File: config.mk
export PLATFORM = sky130hd
export DESIGN_NAME = burst_fifo_pair
export DESIGN_NICKNAME = d
export VERILOG_FILES = /design/src/rtl/bfifo_pkg.sv /design/src/rtl/fifo_lane.sv /design/src/rtl/fifo_dp.sv /design/src/rtl/fifo_ctrl.sv /design/src/rtl/burst_fifo_pair.sv
export SDC_FILE = /design/constraint.sdc
export NUM_CORES = 1
export LEC_CHECK = 0
export BUFFER_PORTS_ARGS = -buffer_cell sky130_fd_sc_hd__buf_2
export CORE_MARGIN = 2
export CORE_UTILIZATION = 40
export CTS_BUF_LIST = sky130_fd_sc_hd__clkbuf_4
export DETAILED_ROUTE_END_ITERATION = 8
export PLACE_DENSITY = 0.65
export SETUP_SLACK_MARGIN = 0.3
export SLEW_MARGIN = 25
export SYNTH_ARGS = -nofsm -noshare
export SYNTH_HDL_FRONTEND = slang
export SYNTH_SLANG_ARGS = --single-unit
export TNS_END_PERCENT = 1
File: constraint.sdc
create_clock -name clk -period 10 [get_ports clk]
set_input_delay 1 -clock clk [delete_from_list [all_inputs] [get_ports clk]]
set_output_delay 1 -clock clk [all_outputs]
set_load 0.005 [all_outputs]
File: src/rtl/bfifo_pkg.sv
package bfifo_pkg;
  localparam int FULL_BIT  = 7;
  localparam int EMPTY_BIT = 6;
  localparam int AFULL_BIT = 10;

  typedef struct packed {
    logic clear;
    logic rxPush;
    logic rxPop;
    logic txPush;
    logic txPop;
    logic rdZero;
  } fifoStrobes_t;
endpackage

File: src/rtl/fifo_lane.sv
module fifo_lane #(
  parameter int W     = 32,
  parameter int DEPTH = 16,
  localparam int AW = $clog2(DEPTH),
  localparam int LW = $clog2(DEPTH + 1)
) (
  input  logic          clk,
  input  logic          rstN,
  input  logic          clear,
  input  logic          push,
  input  logic          pop,
  input  logic [W-1:0]  wrData,
  output logic [W-1:0]  head,
  output logic [LW-1:0] level
);
  logic [W-1:0]  mem [DEPTH];
  logic [AW-1:0] wrPtr, rdPtr;

  function automatic logic [AW-1:0] nextPtr(input logic [AW-1:0] p);
    return (p == AW'(DEPTH - 1)) ? '0 : p + 1'b1;
  endfunction

  always_ff @(posedge clk or negedge rstN) begin
    if (!rstN) begin
      wrPtr <= '0;
      rdPtr <= '0;
      level <= '0;
    end else if (clear) begin
      wrPtr <= '0;
      rdPtr <= '0;
      level <= '0;
    end else begin
      if (push) wrPtr <= nextPtr(wrPtr);
      if (pop)  rdPtr <= nextPtr(rdPtr);
      case ({push, pop})
        2'b10:   level <= level + 1'b1;
        2'b01:   level <= level - 1'b1;
        default: level <= level;
      endcase
    end
  end

  always_ff @(posedge clk) begin
    if (push && !clear) mem[wrPtr] <= wrData;
  end

  assign head = mem[rdPtr];

  // the control never pushes into a full lane
  assert_no_overflow_R9: assert property (@(posedge clk) disable iff (!rstN)
    push |-> (level < LW'(DEPTH)));
  // occupancy moves by one per accepted push
  assert_push_step_R2: assert property (@(posedge clk) disable iff (!rstN)
    (push && !pop && !clear) |=> (level == $past(level) + 1'b1));
endmodule

File: src/rtl/fifo_dp.sv
module fifo_dp
  import bfifo_pkg::*;
#(
  parameter int W     = 32,
  parameter int DEPTH = 16,
  localparam int LW = $clog2(DEPTH + 1)
) (
  input  logic          clk,
  input  logic          rstN,
  input  fifoStrobes_t  stb,
  input  logic [W-1:0]  cardRxData,
  input  logic [W-1:0]  hostWrData,
  output logic [W-1:0]  cardTxData,
  output logic [W-1:0]  hostRdData,
  output logic [LW-1:0] rxLevel,
  output logic [LW-1:0] txLevel
);
  localparam int LANES = 2;

  logic          pushV  [LANES];
  logic          popV   [LANES];
  logic [W-1:0]  wrV    [LANES];
  logic [W-1:0]  headV  [LANES];
  logic [LW-1:0] levelV [LANES];

  assign pushV[0] = stb.rxPush;
  assign popV[0]  = stb.rxPop;
  assign wrV[0]   = cardRxData;
  assign pushV[1] = stb.txPush;
  assign popV[1]  = stb.txPop;
  assign wrV[1]   = hostWrData;

  generate
    for (genvar d = 0; d < LANES; d++) begin : g_lane
      fifo_lane #(.W(W), .DEPTH(DEPTH)) i_lane (
        .clk(clk), .rstN(rstN), .clear(stb.clear),
        .push(pushV[d]), .pop(popV[d]), .wrData(wrV[d]),
        .head(headV[d]), .level(levelV[d])
      );
    end
  endgenerate

  always_ff @(posedge clk or negedge rstN) begin
    if (!rstN)           hostRdData <= '0;
    else if (stb.rdZero) hostRdData <= '0;
    else if (stb.rxPop)  hostRdData <= headV[0];
  end

  assign cardTxData = (levelV[1] != '0) ? headV[1] : '0;
  assign rxLevel    = levelV[0];
  assign txLevel    = levelV[1];

  // receive pops only happen on a non-empty queue
  assert_rx_pop_nonempty_R8: assert property (@(posedge clk) disable iff (!rstN)
    stb.rxPop |-> (levelV[0] != '0));
  // transmit pops only happen on a non-empty queue
  assert_tx_pop_nonempty_R9: assert property (@(posedge clk) disable iff (!rstN)
    stb.txPop |-> (levelV[1] != '0));
endmodule

File: src/rtl/fifo_ctrl.sv
module fifo_ctrl
  import bfifo_pkg::*;
#(
  parameter int DEPTH  = 16,
  parameter int BURST  = DEPTH / 2,
  parameter int AFULL  = DEPTH - 1,
  parameter int STAT_W = 16,
  localparam int LW = $clog2(DEPTH + 1)
) (
  input  logic              clk,
  input  logic              rstN,
  input  logic              fifoClear,
  input  logic              cardRxPush,
  input  logic              cardTxPop,
  input  logic              hostRdEn,
  input  logic              hostWrEn,
  input  logic              hostAddr,
  input  logic              endOfXfer,
  input  logic [LW-1:0]     rxLevel,
  input  logic [LW-1:0]     txLevel,
  output fifoStrobes_t      stb,
  output logic              rxReq,
  output logic              txReq,
  output logic [STAT_W-1:0] rxStatus,
  output logic [STAT_W-1:0] txStatus
);
  localparam logic ADDR_RX = 1'b0;
  localparam logic ADDR_TX = 1'b1;

  logic rxFull, rxEmpty, txFull, txEmpty, rxRdOk;

  assign rxFull  = (rxLevel == LW'(DEPTH));
  assign rxEmpty = (rxLevel == '0);
  assign txFull  = (txLevel == LW'(DEPTH));
  assign txEmpty = (txLevel == '0);
  assign rxRdOk  = hostRdEn && (hostAddr == ADDR_RX) && !rxEmpty;

  always_comb begin
    stb.clear  = fifoClear;
    stb.rxPush = !fifoClear && cardRxPush && !rxFull;
    stb.rxPop  = !fifoClear && rxRdOk;
    stb.txPush = !fifoClear && hostWrEn && (hostAddr == ADDR_TX) && !txFull;
    stb.txPop  = !fifoClear && cardTxPop && !txEmpty;
    stb.rdZero = fifoClear || (hostRdEn && !rxRdOk);
  end

  function automatic logic [STAT_W-1:0] flags(input logic [LW-1:0] n);
    logic [STAT_W-1:0] s;
    s = '0;
    s[FULL_BIT]  = (n == LW'(DEPTH));
    s[EMPTY_BIT] = (n == '0);
    s[AFULL_BIT] = (n >= LW'(AFULL));
    return s;
  endfunction

  assign rxStatus = flags(rxLevel);
  assign txStatus = flags(txLevel);
  assign rxReq    = (rxLevel >= LW'(BURST)) || (endOfXfer && !rxEmpty);
  assign txReq    = (txLevel < LW'(BURST));

  // a clear leaves both queues empty on the next cycle
  assert_clear_R1: assert property (@(posedge clk) disable iff (!rstN)
    fifoClear |=> (rxLevel == '0 && txLevel == '0));
  // a full receive queue keeps its level under a card push without a read
  assert_rx_full_hold_R9: assert property (@(posedge clk) disable iff (!rstN)
    (rxFull && cardRxPush && !hostRdEn && !fifoClear) |=> (rxLevel == LW'(DEPTH)));
  // a host write at the receive address never moves the transmit level
  assert_wrong_write_R11: assert property (@(posedge clk) disable iff (!rstN)
    (hostWrEn && hostAddr == ADDR_RX && !cardTxPop && !fifoClear) |=> $stable(txLevel));
endmodule

File: src/rtl/burst_fifo_pair.sv
module burst_fifo_pair
  import bfifo_pkg::*;
#(
  parameter int DATA_W = 32,
  parameter int DEPTH  = 16,
  parameter int BURST  = DEPTH / 2,
  parameter int AFULL  = DEPTH - 1,
  parameter int STAT_W = 16,
  localparam int LW = $clog2(DEPTH + 1)
) (
  input  logic              clk,
  input  logic              rstN,
  input  logic              fifoClear,
  input  logic              cardRxPush,
  input  logic [DATA_W-1:0] cardRxData,
  input  logic              cardTxPop,
  output logic [DATA_W-1:0] cardTxData,
  input  logic              hostRdEn,
  input  logic              hostWrEn,
  input  logic              hostAddr,
  input  logic [DATA_W-1:0] hostWrData,
  output logic [DATA_W-1:0] hostRdData,
  input  logic              endOfXfer,
  output logic              rxReq,
  output logic              txReq,
  output logic [STAT_W-1:0] rxStatus,
  output logic [STAT_W-1:0] txStatus,
  output logic [LW-1:0]     rxLevel,
  output logic [LW-1:0]     txLevel
);
  fifoStrobes_t stb;

  fifo_ctrl #(.DEPTH(DEPTH), .BURST(BURST), .AFULL(AFULL), .STAT_W(STAT_W)) i_ctrl (
    .clk(clk), .rstN(rstN), .fifoClear(fifoClear),
    .cardRxPush(cardRxPush), .cardTxPop(cardTxPop),
    .hostRdEn(hostRdEn), .hostWrEn(hostWrEn), .hostAddr(hostAddr),
    .endOfXfer(endOfXfer), .rxLevel(rxLevel), .txLevel(txLevel),
    .stb(stb), .rxReq(rxReq), .txReq(txReq),
    .rxStatus(rxStatus), .txStatus(txStatus)
  );

  fifo_dp #(.W(DATA_W), .DEPTH(DEPTH)) i_dp (
    .clk(clk), .rstN(rstN), .stb(stb),
    .cardRxData(cardRxData), .hostWrData(hostWrData),
    .cardTxData(cardTxData), .hostRdData(hostRdData),
    .rxLevel(rxLevel), .txLevel(txLevel)
  );
endmodule

==> results of run 1 <==
## cells by family (layout without fill, tap and decap cells)
logic type | after synthesis | in the layout | synth area share
AOI/OAI and AO/OA | 143 | 143 | 0.0238
xor gates and xnor gates | 10 | 10 | 0.00226
adders and majority gates | 16 | 16 | 0.00493
buffers and inverters | 150 | 684 | 0.0185
DFF | 1082 | 1082 | 0.764
muxes | 327 | 327 | 0.163
other | 1 | 34 | 0.0000889
and+or+nand+nor | 179 | 179 | 0.0236
## cell type report
class	count	area [sq um]
Sequential cell	1082	32200
Clock inverter	65	355
Tap cell	1391	1740
Inverter	12	45.0
Timing Repair Buffer	202	1180
Clock buffer	405	3040
Antenna cell	8	20.0
Multi-Input combinational cell	701	9450
Fill cell	8854	56900
## worst min-delay path by stage
| stage | to | cells after the start |
|---|---|---|
| after floorplan | i_dp.hostRdData[10] | 1 |
| after global placement | i_dp.hostRdData[0] | 1 |
| after detailed placement | i_dp.hostRdData[7] | 1 |
| after CTS | i_dp.g_lane[1].i_lane.rdPtr[1] | 3 |
| after global routing | i_dp.hostRdData[28] | 2 |
| final | i_dp.hostRdData[28] | 2 |
## layer usage
layer	wire length (um)	part of all wire
met5	96	0.0010
met1	36900	0.39
met2	49000	0.52
met4	2470	0.026
met3	6240	0.066
## registers in the layout (all words and copies together), names as in the netlist
signal,count
i_dp.g_lane.i_lane.wrPtr,8
i_dp.g_lane.i_lane.level,10
i_dp.g_lane.i_lane.rdPtr,8
i_dp.hostRdData,32
i_dp.g_lane.i_lane.mem,1024
## worst max-delay path, cell delays in order (launching register included)
cell and delay [ns]:
dfrtp_4 1.04, buf_4 0.89, mux4_2 0.43, mux4_2 0.48
and2_1 0.21, buf_2 0.14
## power by group through the flow
stage | Clock (W) | Sequential (W) | Combinational [W]
floorplan | 0 | 0.00516 | 0.00120
global placement | 0 | 0.00528 | 0.00152
detailed placement | 0 | 0.00529 | 0.00155
CTS | 0.00375 | 0.00520 | 0.00156
global route | 0.00398 | 0.00517 | 0.00171
finish | 0.00363 | 0.00515 | 0.00157
## cells in the final DEF, fill, tap and decap left out, types with 5 or more instances in the layout
cell type,instances
nor2_1,21
a22o_1,32
mux4_2,288
a211oi_1,34
buf_4,44
mux2i_1,37
a21oi_1,49
o21ai_0,7
nor2b_1,37
inv_1,12
inv_2,6
nand2_1,23
dfrtp_4,5
nand3_1,7
nor3_2,5
diode_2,8
xnor2_1,5
edfxtp_1,1024
clkinv_1,50
ha_1,15
nor2_4,14
clkinv_2,5
conb_1,26
and2_1,35
buf_2,153
clkbuf_4,405
dfrtp_1,50
## synth_stat cells, types with 2 or more instances
library cell and n:
edfxtp_1 1024, mux4_2 288, clkbuf_1 58, dfrtp_1 58, a21oi_1 49, and2_1 39, mux2i_1 37, nor2b_1 37
nor2_1 36, a211oi_1 34, a22o_1 32, buf_4 31, buf_2 27, nand2_1 23, ha_1 15, buf_1 13
inv_1 12, buf_6 9, nor3_1 8, nand3_1 7, o21ai_0 7, xnor2_1 5, and3_1 4, nand2b_1 4
nor3b_1 4, or3_1 4, xor2_1 4, and4_1 3, a21o_1 2, a221o_1 2, a41o_1 2, nor4_1 2
o21ai_2 2, or4_1 2
## metrics by stage
step | util | hold slack, ns
after floorplan | - | 0.489
after global routing | 0.458 | 0.130
final | 0.458 | 0.207
after detailed placement | 0.425 | 0.485
after global placement | 0.425 | 0.485
after CTS | 0.457 | 0.0550
## repair_timing
item,4_1_cts,5_1_grt
setup buffers,0,0
endpoints found under the hold margin,1,0
gates resized for setup,0,0
hold buffers,1,0
==> results.toml, run 1 <==
[clock_tree]
clockRootBuffer = "clkbuf_4"
numCtsBuffers = 289
clkLatencyLatePin_ns = 1.14
cts_tree = "done"
htree_levels = 5
cts_buffer_depth = 4
clkTransAtPathRegs_ns = 0.06
cts_sinks = 1082

[synth]
yosysWarnings = 0
synth_top_cell_area_share = 0.729
synth-main-ff-cell = "edfxtp_1"
yosys.area.top_type = "edfxtp_1"
syn_avg_cell_area_sq_um = 22.1
syn_area_sq_um = 42200
async_reset_ff_frac = 0.0536
synth_enable_flop_cells = 1024
syn_inst = 1908
yosys_register_bits = 1082
synth_cell_types = 58
ys_seq_area_frac = 0.764
netlist_top_cells_area = "edfxtp_1 (73%), mux4_2 (15%), dfrtp_1 (3.4%)"

[sta]
setup_viol = 0
skew_ns = 0.0810
fin_crit_sh = 0.543
fin_tns_setup_ns = 0
rsz0062_at_grt = "false"
final_hold_viol_count = 0
max_slew_margin = 0.336
layout_min_cycle_time_ns = 5.43
fmax_mhz = 184
worst_pin_slew_ns = 0.997
slew_violations = 0
fin_ws_ns = 4.57

[critical_path]
start_kind = "flip-flop"
worstPathArrival_ns = 4.43
critPathLaunch = "i_dp.g_lane[1].i_lane.rdPtr[1]"
timing.rr.start = "i_dp.g_lane[0].i_lane.rdPtr[2]"
crit_end = "cardTxData[10]"
r2r_cells = 7
crit_path_end_kind = "primary output"
r2r_slack_ns = 6.41
worstSetupPathType = "reg -> out"
worstPathMaxFanout = 68
required_ns = 9.00
rr_endpoint = "i_dp.hostRdData[0]"

[routing]
finalWirelength_mm = 94.7
first_iter_violations = 1842
viasPerCell = 5.37
remaining_drc_errors = 0
wl_per_cell_um = 24.5
drtAntennaViolNets = 0
vias = 20800
dr.pass1.iters = 8

[flow_run]
maxCapViolCount = 0

[global_route]
grt_overflow_total = 0
use_met1 = 0.220
grt_pass1_wl_mm = 140
use_met3 = 0.0403
use_met2 = 0.300
grt_pass1_vias = 22200
grt_util_all_layers = 0.177
busiest_layer = "met2"
antenna_found_initial = 15
grt_max_degree = 94

[status]
status = "finished clean"

[cells_and_area]
finalInstanceArea_sq_um = 48100
fin_cells = 3866
drive_gt1_frac = 0.390
final_nets = 2377
syn2layout_area_growth_pct = 14.0

[die]
coreArea_sq_um = 105000
start_util = 0.402
rows = 119
die_area_sq_um = 108000
fp.dieH_um = 329
die_x_um = 329
io_pins = 181

[placement]
pre_cts_slack_ns = 5.71
port_buffers = 154
dpl_cell_area_sq_um = 44600
dp_hpwl_mm = 47.6
gp_congestion = 0.743
place_inst = 3386

[power_and_ir_drop]
switching_share = 0.247
p_comb_frac = 0.152
power_frac_seq = 0.498
pwr-share-clk = 0.351
power.internal_w = 0.00780
power_w = 0.0104
max-vdd-ir-drop_uv = 296
p_leak_nw = 15.6
power.switching_w = 0.00256
p_per_area_nw_per_um2 = 216

[worst_hold_path]
hp-class = "in -> async"
(Power assumes the default switching activity.)
==> run 2: changes to the inputs <==
--- a/config.mk
+++ b/config.mk
@@ -5,6 +5,7 @@
 export SDC_FILE = /design/constraint.sdc
 export NUM_CORES = 1
 export LEC_CHECK = 0
+export ABC_AREA = 1
 export BUFFER_PORTS_ARGS = -buffer_cell sky130_fd_sc_hd__buf_2
 export CORE_MARGIN = 2
 export CORE_UTILIZATION = 40
==> constraint.sdc (replaced) <==
create_clock -name clk -period 5 [get_ports clk]
set_input_delay 0.5 -clock clk [delete_from_list [all_inputs] [get_ports clk]]
set_output_delay 0.5 -clock clk [all_outputs]
set_load 0.005 [all_outputs]
==> run 2 against run 1 <==
Net effect: setup slack got worse by 4.0 ns; sequential cell count unchanged; sequential power increased by 100%; wire length increased by 15%; global-route usage increased by 1.6 points; hold slack improved by 0.031 ns.
==> results.toml, run 2 <==
[status]
status = "finished clean"

[sta]
fin_crit_sh = 0.886
layout_min_cycle_time_ns = 4.43
setup_viol = 0
worst_pin_slew_ns = 1.06
fmax_mhz = 226
max_slew_margin = 0.289
slew_violations = 0
skew_ns = 0.104
rsz0062_at_grt = "false"
final_hold_viol_count = 0
fin_tns_setup_ns = 0

[critical_path]
r2r_cells = 7
critPathLaunch = "i_dp.g_lane[1].i_lane.rdPtr[1]"
timing.rr.start = "i_dp.g_lane[0].i_lane.rdPtr[0]"
worstPathMaxFanout = 91
crit_path_end_kind = "primary output"
worstPathArrival_ns = 3.93
required_ns = 4.50
start_kind = "flip-flop"
rr_endpoint = "i_dp.hostRdData[21]"
crit_end = "cardTxData[3]"
worstSetupPathType = "reg -> out"
r2r_slack_ns = 1.91

[clock_tree]
cts_tree = "done"
cts_setup_buffers = 0
clkTransAtPathRegs_ns = 0.06
htree_levels = 5
clockRootBuffer = "clkbuf_4"
cts_buffer_depth = 4
clkLatencyLatePin_ns = 1.18
cts_sinks = 1082
numCtsBuffers = 298

[die]
fp.dieH_um = 333
die_x_um = 333
io_pins = 181
die_area_sq_um = 111000
rows = 120
start_util = 0.404
coreArea_sq_um = 107000

[cells_and_area]
regMostFlops = "i_dp.g_lane.i_lane.mem"
nFillCells = 9436
final_common_cell = "edfxtp_1"
layout_common_cells = "edfxtp_1 (1024), nand2_1 (569), clkbuf_4 (415), nor2_1 (276), a21oi_1 (215)"
drive_gt1_frac = 0.187
fin_cells = 5160
final_nets = 3657
top_regs = "i_dp.g_lane.i_lane.mem (1024), i_dp.hostRdData (32), i_dp.g_lane.i_lane.level (10)"
syn2layout_area_growth_pct = 15.2
largest_reg_flops = 1024

[global_route]
grt_pass1_vias = 27400
grt_max_degree = 189
grt_util_all_layers = 0.194
grt_pass1_wl_mm = 164
antenna_found_initial = 15
grt_overflow_total = 0

[synth]
synth_cell_types = 49
async_reset_ff_frac = 0.0536
yosysMostFrequentCell = "edfxtp_1"
synth_common_cells = "edfxtp_1 (1024), nand2_1 (569), nor2_1 (309)"
netlist_top_cells_area = "edfxtp_1 (71%), nand2_1 (4.9%), dfrtp_1 (3.4%)"
yosys.area.top_type = "edfxtp_1"
syn_avg_cell_area_sq_um = 13.5
synth_enable_flop_cells = 1024
syn_inst = 3198
yosysWarnings = 0
synth_top_cell_area_share = 0.711
syn_area_sq_um = 43200
ys_seq_area_frac = 0.745
yosys_register_bits = 1082
synth-main-ff-cell = "edfxtp_1"

[power_and_ir_drop]
p_leak_nw = 17.3
p_per_area_nw_per_um2 = 441
max-vdd-ir-drop_uv = 288

[routing]
first_iter_violations = 2780
drtAntennaViolNets = 0
dr.pass1.iters = 5
vias = 27800
viasPerCell = 5.40
remaining_drc_errors = 0
finalWirelength_mm = 109
wl_per_cell_um = 21.0

[placement]
gp_congestion = 0.777
place_inst = 4596
port_buffers = 154
dp_hpwl_mm = 57.8

[flow_run]
maxCapViolCount = 0

[worst_hold_path]
hp-class = "in -> reg"
run 2: cell types whose count changed after synthesis, moves of 43 or more:
| cell | delta |
|---|---|
| o221ai_1 | +46 |
| o21ai_0 | +151 |
| o211ai_1 | +43 |
| o32ai_1 | +59 |
| nand3_1 | +121 |
| nand2_1 | +546 |
| mux4_2 | -288 |
| a21oi_1 | +166 |
| nor2_1 | +273 |
| buf_2 | +59 |
| a22oi_1 | +52 |
run 2: per-stage QoR:
| step | utilization | cell area, sq um | worst slack (ns) | total power (W) | hold WS (ns) |
|---|---|---|---|---|---|
| 3_3_place_gp | 0.424 | 45300 | 1.69 | 0.0145 | 0.343 |
| 5_1_grt | 0.465 | 49800 | 0.321 | 0.0231 | 0.184 |
| 6_report | 0.465 | 49800 | 0.571 | 0.0220 | 0.238 |
| 2_1_floorplan | - | 43300 | 2.01 | 0.0132 | 0.204 |
| 3_5_place_dp | 0.425 | 45500 | 1.66 | 0.0145 | 0.348 |
| 4_1_cts | 0.465 | 49700 | 0.410 | 0.0222 | 0.126 |
run 2: layout make-up:
type	instances	area, sq um	share of cell area
diodes	13	32.5	0.000653
clock buffers	415	3120	0.0626
clock inverters	61	397	0.00796
inverters	53	219	0.00440
multi-input cells	1845	9900	0.199
flip-flops and latches	1082	32200	0.647
well taps	1403	1760	0.0352
repair buffers	288	2160	0.0434
run 2: metal layers:
layer	GRT usage	up-vias	routed length, um
met5	0	-	69
met1	0.252	13800	45600
met4	0.0721	12	2430
met3	0.0434	198	7400
met2	0.318	1025	53000
li1	-	12800	-
run 2: worst min path at each step:
stage | start | to | cells past startpoint | slack (ns)
finish | cardRxData[17] | i_dp.g_lane[0].i_lane.mem[11][17] | 2 | 0.24
global route | cardRxData[17] | i_dp.g_lane[0].i_lane.mem[15][17] | 2 | 0.18
detailed placement | rstN | i_dp.hostRdData[0] | 1 | 0.35
CTS | cardRxData[17] | i_dp.g_lane[0].i_lane.mem[15][17] | 2 | 0.13
global placement | rstN | i_dp.hostRdData[0] | 1 | 0.34
floorplan | rstN | i_dp.g_lane[0].i_lane.level[0] | 0 | 0.20
run 2: critical path: stages (launching register included):
cell     delay, ns
dfrtp_4       1.02
buf_4         0.53
o21ai_0       0.16
o22ai_1       0.23
a22o_1        0.18
inv_1         0.04
a21oi_1       0.33
buf_2         0.20
run 2: cells by family after synthesis:
kind of cell,synth area share
AO/OA/AOI/OAI,0.106
other,0.0000868
AND/OR/NAND/NOR,0.0945
multiplexers,0.0146
adder cells (fa/ha/maj),0.00480
XOR/XNOR,0.00162
flip-flops,0.745
buffers and inverters,0.0339
run 2: power breakdown:
part           total (W)  internal (W)  switching (W)  leakage (nW)
Combinational    0.00402       0.00141        0.00261          5.23
Clock            0.00758       0.00410        0.00349          2.10
Sequential        0.0104        0.0101       0.000323          10.0
Total             0.0220        0.0156        0.00642          17.3
run 2: timing repair:
| action | 4_1_cts | 5_1_grt |
|---|---|---|
| resized for setup | 0 | 1 |
| hold buffers | 74 | 0 |
| setup endpoints to repair | 0 | 3 |
| hold endpoints to repair | 1137 | 0 |
